`src/rtl/smt_arb_pkg.sv`:
```
package smt_arb_pkg;
    localparam int NTHR   = 2;
    localparam int LVL_W  = 3;
    typedef logic [LVL_W-1:0] lvl_t;
    typedef logic [NTHR-1:0]  thr_vec_t;
endpackage

```
`src/rtl/smt_weight_calc.sv`:
```
module smt_weight_calc
    import smt_arb_pkg::*;
#(
    parameter int OCC_W   = 5,
    parameter int MISS_W  = 4,
    parameter int OCC_TH  = 12,
    parameter int MISS_TH = 6
) (
    input  lvl_t              lvl_i,
    input  logic [OCC_W-1:0]  occ_i,
    input  logic [MISS_W-1:0] miss_i,
    input  logic              sync_i,
    output lvl_t              eff_w_o,
    output logic              elig_o,
    output logic              floor_o
);
    logic penal;
    lvl_t halved;

    always_comb begin
        // over-limit test is strict: equal to the limit is not a penalty
        penal  = (occ_i > OCC_W'(OCC_TH)) || (miss_i > MISS_W'(MISS_TH));
        halved = lvl_i >> 1;
        if (lvl_i == '0) begin
            eff_w_o = '0;
        end else if (penal) begin
            eff_w_o = (halved == '0) ? lvl_t'(1) : halved;
        end else begin
            eff_w_o = lvl_i;
        end
        elig_o  = (lvl_i != '0) && !sync_i;
        floor_o = (lvl_i == lvl_t'(1));
    end
endmodule

```
`src/rtl/smt_sync_ctl.sv`:
```
module smt_sync_ctl
    import smt_arb_pkg::*;
(
    input  logic     clk,
    input  logic     rst_n,
    input  thr_vec_t sync_i,
    output thr_vec_t flush_o,
    output thr_vec_t hold_o
);
    typedef struct packed {
        thr_vec_t hold;
        thr_vec_t flush;
    } sync_st_t;

    sync_st_t st_d, st_q;

    always_comb begin
        st_d       = st_q;
        st_d.hold  = sync_i;
        st_d.flush = sync_i & ~st_q.hold;
    end

    always_ff @(posedge clk) begin
        if (!rst_n) st_q <= '0;
        else        st_q <= st_d;
    end

    assign flush_o = st_q.flush;
    assign hold_o  = st_q.hold;


    flush_single_chk: assert property (@(posedge clk) disable iff (!rst_n)
        (flush_o != '0) |=> ((flush_o & $past(flush_o)) == '0));


    flush_with_hold_chk: assert property (@(posedge clk) disable iff (!rst_n)
        (flush_o & ~hold_o) == '0);
endmodule

```
`src/rtl/smt_credit_sel.sv`:
```
module smt_credit_sel
    import smt_arb_pkg::*;
#(
    parameter int WIN_LEN    = 16,
    parameter int THR_PERIOD = 8
) (
    input  logic                 clk,
    input  logic                 rst_n,
    input  lvl_t [NTHR-1:0]      eff_w_i,
    input  thr_vec_t             elig_i,
    input  logic                 throttle_i,
    output thr_vec_t             grant_o
);
    localparam int WC_W = $clog2(WIN_LEN);
    localparam int TP_W = $clog2(THR_PERIOD);

    typedef struct packed {
        logic [WC_W-1:0]  wcnt;
        lvl_t [NTHR-1:0]  cred;
        logic             rr;
        thr_vec_t         grant;
    } cs_st_t;

    cs_st_t st_d, st_q;

    lvl_t [NTHR-1:0] cur_cred;
    thr_vec_t        has_cred;
    logic            win_start;
    logic            rr_cur;
    logic            slot_ok;
    logic            go;
    logic            sel;
    logic            spill;

    always_comb begin
        st_d      = st_q;
        win_start = (st_q.wcnt == '0);
        for (int t = 0; t < NTHR; t++) begin
            cur_cred[t] = win_start ? eff_w_i[t] : st_q.cred[t];
            has_cred[t] = elig_i[t] && (cur_cred[t] != '0);
        end
        rr_cur  = win_start ? (eff_w_i[1] > eff_w_i[0]) : st_q.rr;
        slot_ok = !throttle_i || (st_q.wcnt[TP_W-1:0] == '0);

        go    = 1'b0;
        sel   = 1'b0;
        spill = 1'b0;
        if (slot_ok) begin
            if (has_cred[0] && has_cred[1]) begin
                go  = 1'b1;
                sel = (cur_cred[1] > cur_cred[0]);
            end else if (has_cred[0]) begin
                go  = 1'b1;
                sel = 1'b0;
            end else if (has_cred[1]) begin
                go  = 1'b1;
                sel = 1'b1;
            end else if (elig_i[0] && elig_i[1]) begin
                go    = 1'b1;
                sel   = rr_cur;
                spill = 1'b1;
            end else if (elig_i[0]) begin
                go    = 1'b1;
                sel   = 1'b0;
                spill = 1'b1;
            end else if (elig_i[1]) begin
                go    = 1'b1;
                sel   = 1'b1;
                spill = 1'b1;
            end
        end

        st_d.cred  = cur_cred;
        st_d.rr    = rr_cur;
        st_d.grant = '0;
        if (go) begin
            st_d.grant[sel] = 1'b1;
            if (spill) st_d.rr = ~sel;
            else       st_d.cred[sel] = cur_cred[sel] - lvl_t'(1);
        end

        if (st_q.wcnt == WC_W'(WIN_LEN - 1)) st_d.wcnt = '0;
        else                                 st_d.wcnt = st_q.wcnt + WC_W'(1);
    end

    always_ff @(posedge clk) begin
        if (!rst_n) st_q <= '0;
        else        st_q <= st_d;
    end

    assign grant_o = st_q.grant;


    grant_onehot_chk: assert property (@(posedge clk) disable iff (!rst_n)
        $onehot0(grant_o));


    grant_elig_chk: assert property (@(posedge clk) disable iff (!rst_n)
        (grant_o & ~$past(elig_i)) == '0);


    thr_gap_chk: assert property (@(posedge clk) disable iff (!rst_n)
        ((grant_o != '0) && throttle_i && $past(throttle_i)) |=> (grant_o == '0));
endmodule

```
`src/rtl/smt_decode_arb.sv`:
```
module smt_decode_arb
    import smt_arb_pkg::*;
#(
    parameter int OCC_W      = 5,
    parameter int MISS_W     = 4,
    parameter int OCC_TH     = 12,
    parameter int MISS_TH    = 6,
    parameter int WIN_LEN    = 16,
    parameter int THR_PERIOD = 8
) (
    input  logic              clk,
    input  logic              rst_n,
    input  logic [2:0]        lvl_t0_i,
    input  logic [2:0]        lvl_t1_i,
    input  logic [OCC_W-1:0]  occ_t0_i,
    input  logic [OCC_W-1:0]  occ_t1_i,
    input  logic [MISS_W-1:0] miss_t0_i,
    input  logic [MISS_W-1:0] miss_t1_i,
    input  logic              sync_t0_i,
    input  logic              sync_t1_i,
    output logic [1:0]        grant_o,
    output logic [1:0]        flush_o,
    output logic [1:0]        fetch_hold_o,
    output logic              throttle_o
);
    typedef struct packed {
        logic throttle;
    } top_st_t;

    top_st_t st_d, st_q;

    lvl_t [NTHR-1:0]               lvl_v;
    logic [NTHR-1:0][OCC_W-1:0]    occ_v;
    logic [NTHR-1:0][MISS_W-1:0]   miss_v;
    thr_vec_t                      sync_v;
    lvl_t [NTHR-1:0]               eff_w;
    thr_vec_t                      elig;
    thr_vec_t                      at_floor;
    logic                          throttle_now;

    assign lvl_v  = {lvl_t1_i, lvl_t0_i};
    assign occ_v  = {occ_t1_i, occ_t0_i};
    assign miss_v = {miss_t1_i, miss_t0_i};
    assign sync_v = {sync_t1_i, sync_t0_i};

    for (genvar t = 0; t < NTHR; t++) begin : g_thr
        smt_weight_calc #(
            .OCC_W  (OCC_W),
            .MISS_W (MISS_W),
            .OCC_TH (OCC_TH),
            .MISS_TH(MISS_TH)
        ) wcalc_i (
            .lvl_i  (lvl_v[t]),
            .occ_i  (occ_v[t]),
            .miss_i (miss_v[t]),
            .sync_i (sync_v[t]),
            .eff_w_o(eff_w[t]),
            .elig_o (elig[t]),
            .floor_o(at_floor[t])
        );
    end

    assign throttle_now = &at_floor;

    always_comb begin
        st_d          = st_q;
        st_d.throttle = throttle_now;
    end

    always_ff @(posedge clk) begin
        if (!rst_n) st_q <= '0;
        else        st_q <= st_d;
    end

    assign throttle_o = st_q.throttle;

    smt_credit_sel #(
        .WIN_LEN   (WIN_LEN),
        .THR_PERIOD(THR_PERIOD)
    ) csel_i (
        .clk       (clk),
        .rst_n     (rst_n),
        .eff_w_i   (eff_w),
        .elig_i    (elig),
        .throttle_i(throttle_now),
        .grant_o   (grant_o)
    );

    smt_sync_ctl sync_i (
        .clk    (clk),
        .rst_n  (rst_n),
        .sync_i (sync_v),
        .flush_o(flush_o),
        .hold_o (fetch_hold_o)
    );


    idle_t0_chk: assert property (@(posedge clk) disable iff (!rst_n)
        ($past(lvl_t0_i) == 3'd0) |-> !grant_o[0]);


    idle_t1_chk: assert property (@(posedge clk) disable iff (!rst_n)
        ($past(lvl_t1_i) == 3'd0) |-> !grant_o[1]);


    hold_nogrant_chk: assert property (@(posedge clk) disable iff (!rst_n)
        (grant_o & fetch_hold_o) == '0);


    weight_floor_chk: assert property (@(posedge clk) disable iff (!rst_n)
        (eff_w[0] <= lvl_v[0]) && ((lvl_v[0] == '0) || (eff_w[0] != '0)));
endmodule

```
`config.mk`:
```
export PLATFORM = sky130hd
export DESIGN_NAME = smt_decode_arb
export DESIGN_NICKNAME = d
export VERILOG_FILES = /design/src/rtl/smt_arb_pkg.sv /design/src/rtl/smt_weight_calc.sv /design/src/rtl/smt_sync_ctl.sv /design/src/rtl/smt_credit_sel.sv /design/src/rtl/smt_decode_arb.sv
export SDC_FILE = /design/constraint.sdc
export NUM_CORES = 1
export LEC_CHECK = 0
export BUFFER_PORTS_ARGS = -buffer_cell sky130_fd_sc_hd__buf_4
export CORE_UTILIZATION = 50
export CTS_BUF_LIST = sky130_fd_sc_hd__clkbuf_8
export DETAILED_ROUTE_END_ITERATION = 8
export HOLD_SLACK_MARGIN = 0.15
export PLACE_DENSITY = 0.88
export SLEW_MARGIN = 5
export SYNTH_ARGS = -nofsm -noshare
export SYNTH_HDL_FRONTEND = slang
export SYNTH_SLANG_ARGS = --single-unit
```
`constraint.sdc`:
```
create_clock -name clk -period 5.4 [get_ports clk]
set_clock_uncertainty 0.15 [all_clocks]
set_input_delay 0.54 -clock clk [delete_from_list [all_inputs] [get_ports clk]]
set_output_delay 0.54 -clock clk [all_outputs]
set_load 0.02 [all_outputs]
```
==> results.md <==
- Number of violations of the max-capacitance limit: 0
- Number of port buffers: 34
- Tmin final: 4.16 ns
- Net total in the final layout: 221
- Initial DRC count: 83
- Worst ir drop on vdd: 0.245 mV
- Die area: 0.00271 sq mm
- Area of placed instances: 0.00152 sq mm
- Ys Warns: 0
- Postcts setup bufs: 0
- Dpl hpwl: 2.58 mm
- Detailed Routing Iterations Pass 1: 5
- Top area cells in the synthesized netlist: sky130_fd_sc_hd__dfxtp_1, sky130_fd_sc_hd__ha_1, sky130_fd_sc_hd__nand2_1
- Site Rows: 17
- Achievable frequency: 241 MHz
- Final setup violating endpoints: 0
- Final Cell Area: 0.00158 sq mm
- Number of hold-repair buffers added at the cts stage: 0
- Setup Crit Path Kind: reg2reg
- Initial antenna violation count: 0
- Pin count of the biggest net entering global routing: 15
- Routed wire length: 3.24 mm
- Antenna fix cells: 0
- H-tree level count: 1
- Critical Path End Type: register
- Routability congestion estimate: 0.929
- Vias: 1,317
- Min setup slack post-route: 1.24 ns
- Least-Margin Pin Slew: 0.552 ns
- Clock tree from TritonCTS: done
- Post-Syn Instances: 149
- RSZ-0062 raised after global routing: no
- Count of state elements after synthesis: 18
- Hold Fails Final Rpt: 0
- Worst min-delay path category: reg2reg
- Worst path required time: 5.40 ns
- Number of inserted filler cells in the final layout: 182
- Number of buffers on the longest clock path: 2
- Pwr Density: 291 mW/mm^2
- ANT nets after route: 0
- Area added between synthesis and finish: 25.6%
- Clock network latency to the later pin of the worst-skew pair: 0.25 ns
- Static power due to leakage: 0.709 nW
- Post_cts resized: 0
- Routed wire per std cell: 15.4 um
- Top-level I/O count: 35
- Syn_area_per_cell: 8.41 sq um
- Setup Total Neg Slack: 0 ns
- Post-Syn Nets: 186
- Type of element launching the critical path: register
- Result of the run: complete, no violations
- Ratio of routed vias to standard cells: 6.24
- Vias in the first global route: 1,237
- Clock transition at the registers of the reported paths: 0.07 ns
- Count of different cell masters after synthesis: 51
- Dominant cell type by area after synthesis: sky130_fd_sc_hd__dfxtp_1
- Arrival time worst endpoint: 4.15 ns
- Share of cells above drive strength 1: 27.9%
- Initial Utilization: 54.6%
- Pins Over Slew Limit: 0
- Core Footprint: 0.00230 sq mm
- Global router's overall resource usage: 26.9%
- Number of clock sinks: 18
- Slew headroom: 62.9%
- Chip height: 52.1 um
- Clock buffers created by TritonCTS: 3
- Sequential cell area fraction in the yosys report: 28.7%
- Netlist Area Pre-Place: 0.00125 sq mm
- GR Overflow Total: 0
- First-pass GRT wire length: 5.50 mm
- Final period util: 77.0%
- Clk Tree Root Cell: sky130_fd_sc_hd__clkbuf_8
- Portion of synthesized cell area occupied by the leading cell type: 28.7%
- Number of remaining DRC errors: 0
- Dpl ws: 1.23 ns
- Horiz. Die Dim: 52.1 um
- Crit path max fanout: 11
-- path summary, 6_finish.rpt --
path,cells past startpoint,slack (ns),start,end
worst max register to register,16,1.24,csel_i.st_q[9],csel_i.st_q[5]
worst min register to register,1,0.26,sync_i.hold_o[0],sync_i.flush_o[0]
worst min-delay path,1,0.26,sync_i.hold_o[0],sync_i.flush_o[0]
worst max-delay path,16,1.24,csel_i.st_q[9],csel_i.st_q[5]
-- report_power, final --
part           switching (mW)  internal, mW
Clock                  0.0436        0.0647
Sequential            0.00844         0.149
Combinational           0.107        0.0853
Total                   0.159         0.299
-- state kept, by name, summed over array words and instances, names as in the netlist --
register,count
sync_i.flush_o,2
csel_i.st_q,11
sync_i.hold_o,2
csel_i.grant_o,2
throttle_o,1
-- metal layers --
layer | GRT usage (%) | share of wire [%] | vias to the layer above
li1 | - | - | 627
met1 | 35.6 | 43 | 614
met2 | 43.2 | 47 | 69
met3 | 7.02 | 8.6 | 7
met4 | 5.86 | 0.80 | 0
met5 | 0 | 0 | -
-- layout by cell type, fill, tap and decap left out, types with 3 or more instances in the layout --
master	synthesis	routed
sky130_fd_sc_hd__nor3_1	6	6
sky130_fd_sc_hd__nand2_1	13	13
sky130_fd_sc_hd__o211ai_1	3	3
sky130_fd_sc_hd__o21ai_0	4	4
sky130_fd_sc_hd__and3_1	4	4
sky130_fd_sc_hd__clkbuf_8	0	4
sky130_fd_sc_hd__mux2i_1	4	4
sky130_fd_sc_hd__and2_1	4	4
sky130_fd_sc_hd__nand3_1	7	7
sky130_fd_sc_hd__buf_4	2	34
sky130_fd_sc_hd__nor2_1	10	10
sky130_fd_sc_hd__a21oi_1	5	5
sky130_fd_sc_hd__nor2b_1	5	5
sky130_fd_sc_hd__inv_1	10	10
sky130_fd_sc_hd__dfxtp_1	18	18
sky130_fd_sc_hd__ha_1	9	9
-- synthesized netlist by cell type (all sizes together) --
cell     count
nor3         6
a21boi       1
buf          3
nand2b       1
mux2         1
or4          2
o21ai        6
o211a        2
o2bb2ai      1
ha           9
mux2i        4
and2         4
o31ai        1
a2bb2oi      1
o2111ai      2
a31oi        2
or3b         1
o211ai       3
a21o         1
o32a         1
and4         1
or2          2
dfxtp       18
nor2        10
a211o        2
a31o         1
o311a        2
nor4         2
nand2       14
o311ai       1
a41o         1
xnor2        1
a21oi        6
nand3        7
inv         10
nand4        1
and3         5
nor2b        5
o221ai       1
clkbuf       1
a311oi       3
o21a         2
nor3b        1
-- stage by stage --
step | total power, mW | hold slack [ns] | util, % | cells
floorplan | 0.290 | 0.343 | - | 149
global placement | 0.336 | 0.253 | 66.2 | 207
detailed placement | 0.345 | 0.255 | 66.2 | 207
CTS | 0.453 | 0.265 | 68.6 | 211
global route | 0.482 | 0.285 | 68.6 | 211
finish | 0.458 | 0.263 | 68.6 | 211
-- logic make-up (layout without fill, tap and decap cells) --
| group | after synthesis | in the layout | share of synthesized area (%) |
|---|---|---|---|
| mux | 5 | 5 | 4.09 |
| xor+xnor | 1 | 1 | 0.699 |
| buf+inv | 14 | 48 | 4.89 |
| simple gates | 62 | 62 | 26.8 |
| flops | 18 | 18 | 28.7 |
| compound gates | 40 | 40 | 25.8 |
| fa+ha+maj | 9 | 9 | 8.98 |
-- worst max-delay path, stage by stage (launching register included) --
cell and delay, ns:
sky130_fd_sc_hd__dfxtp_1 0.32, sky130_fd_sc_hd__inv_1 0.08, sky130_fd_sc_hd__ha_1 0.19, sky130_fd_sc_hd__or3b_1 0.55, sky130_fd_sc_hd__o21ai_0 0.49, sky130_fd_sc_hd__inv_1 0.09
sky130_fd_sc_hd__ha_1 0.30, sky130_fd_sc_hd__nor2b_1 0.13, sky130_fd_sc_hd__o21ai_1 0.06, sky130_fd_sc_hd__a211o_1 0.34, sky130_fd_sc_hd__o311ai_2 0.14, sky130_fd_sc_hd__nand2_2 0.15
sky130_fd_sc_hd__mux2i_1 0.20, sky130_fd_sc_hd__ha_1 0.21, sky130_fd_sc_hd__a21boi_1 0.29, sky130_fd_sc_hd__a311oi_1 0.15, sky130_fd_sc_hd__a31o_1 0.22
-- cell type report --
class                   instances  area (sq um)  share of cell area, %
clock buffers                   4          55.1                   3.49
inverters                      10          37.5                   2.38
multi-input cells             117           832                   52.8
flip-flops and latches         18           360                   22.9
well taps                      28          35.0                   2.22
repair buffers                 34           255                   16.2
(Power assumes the default switching activity.)
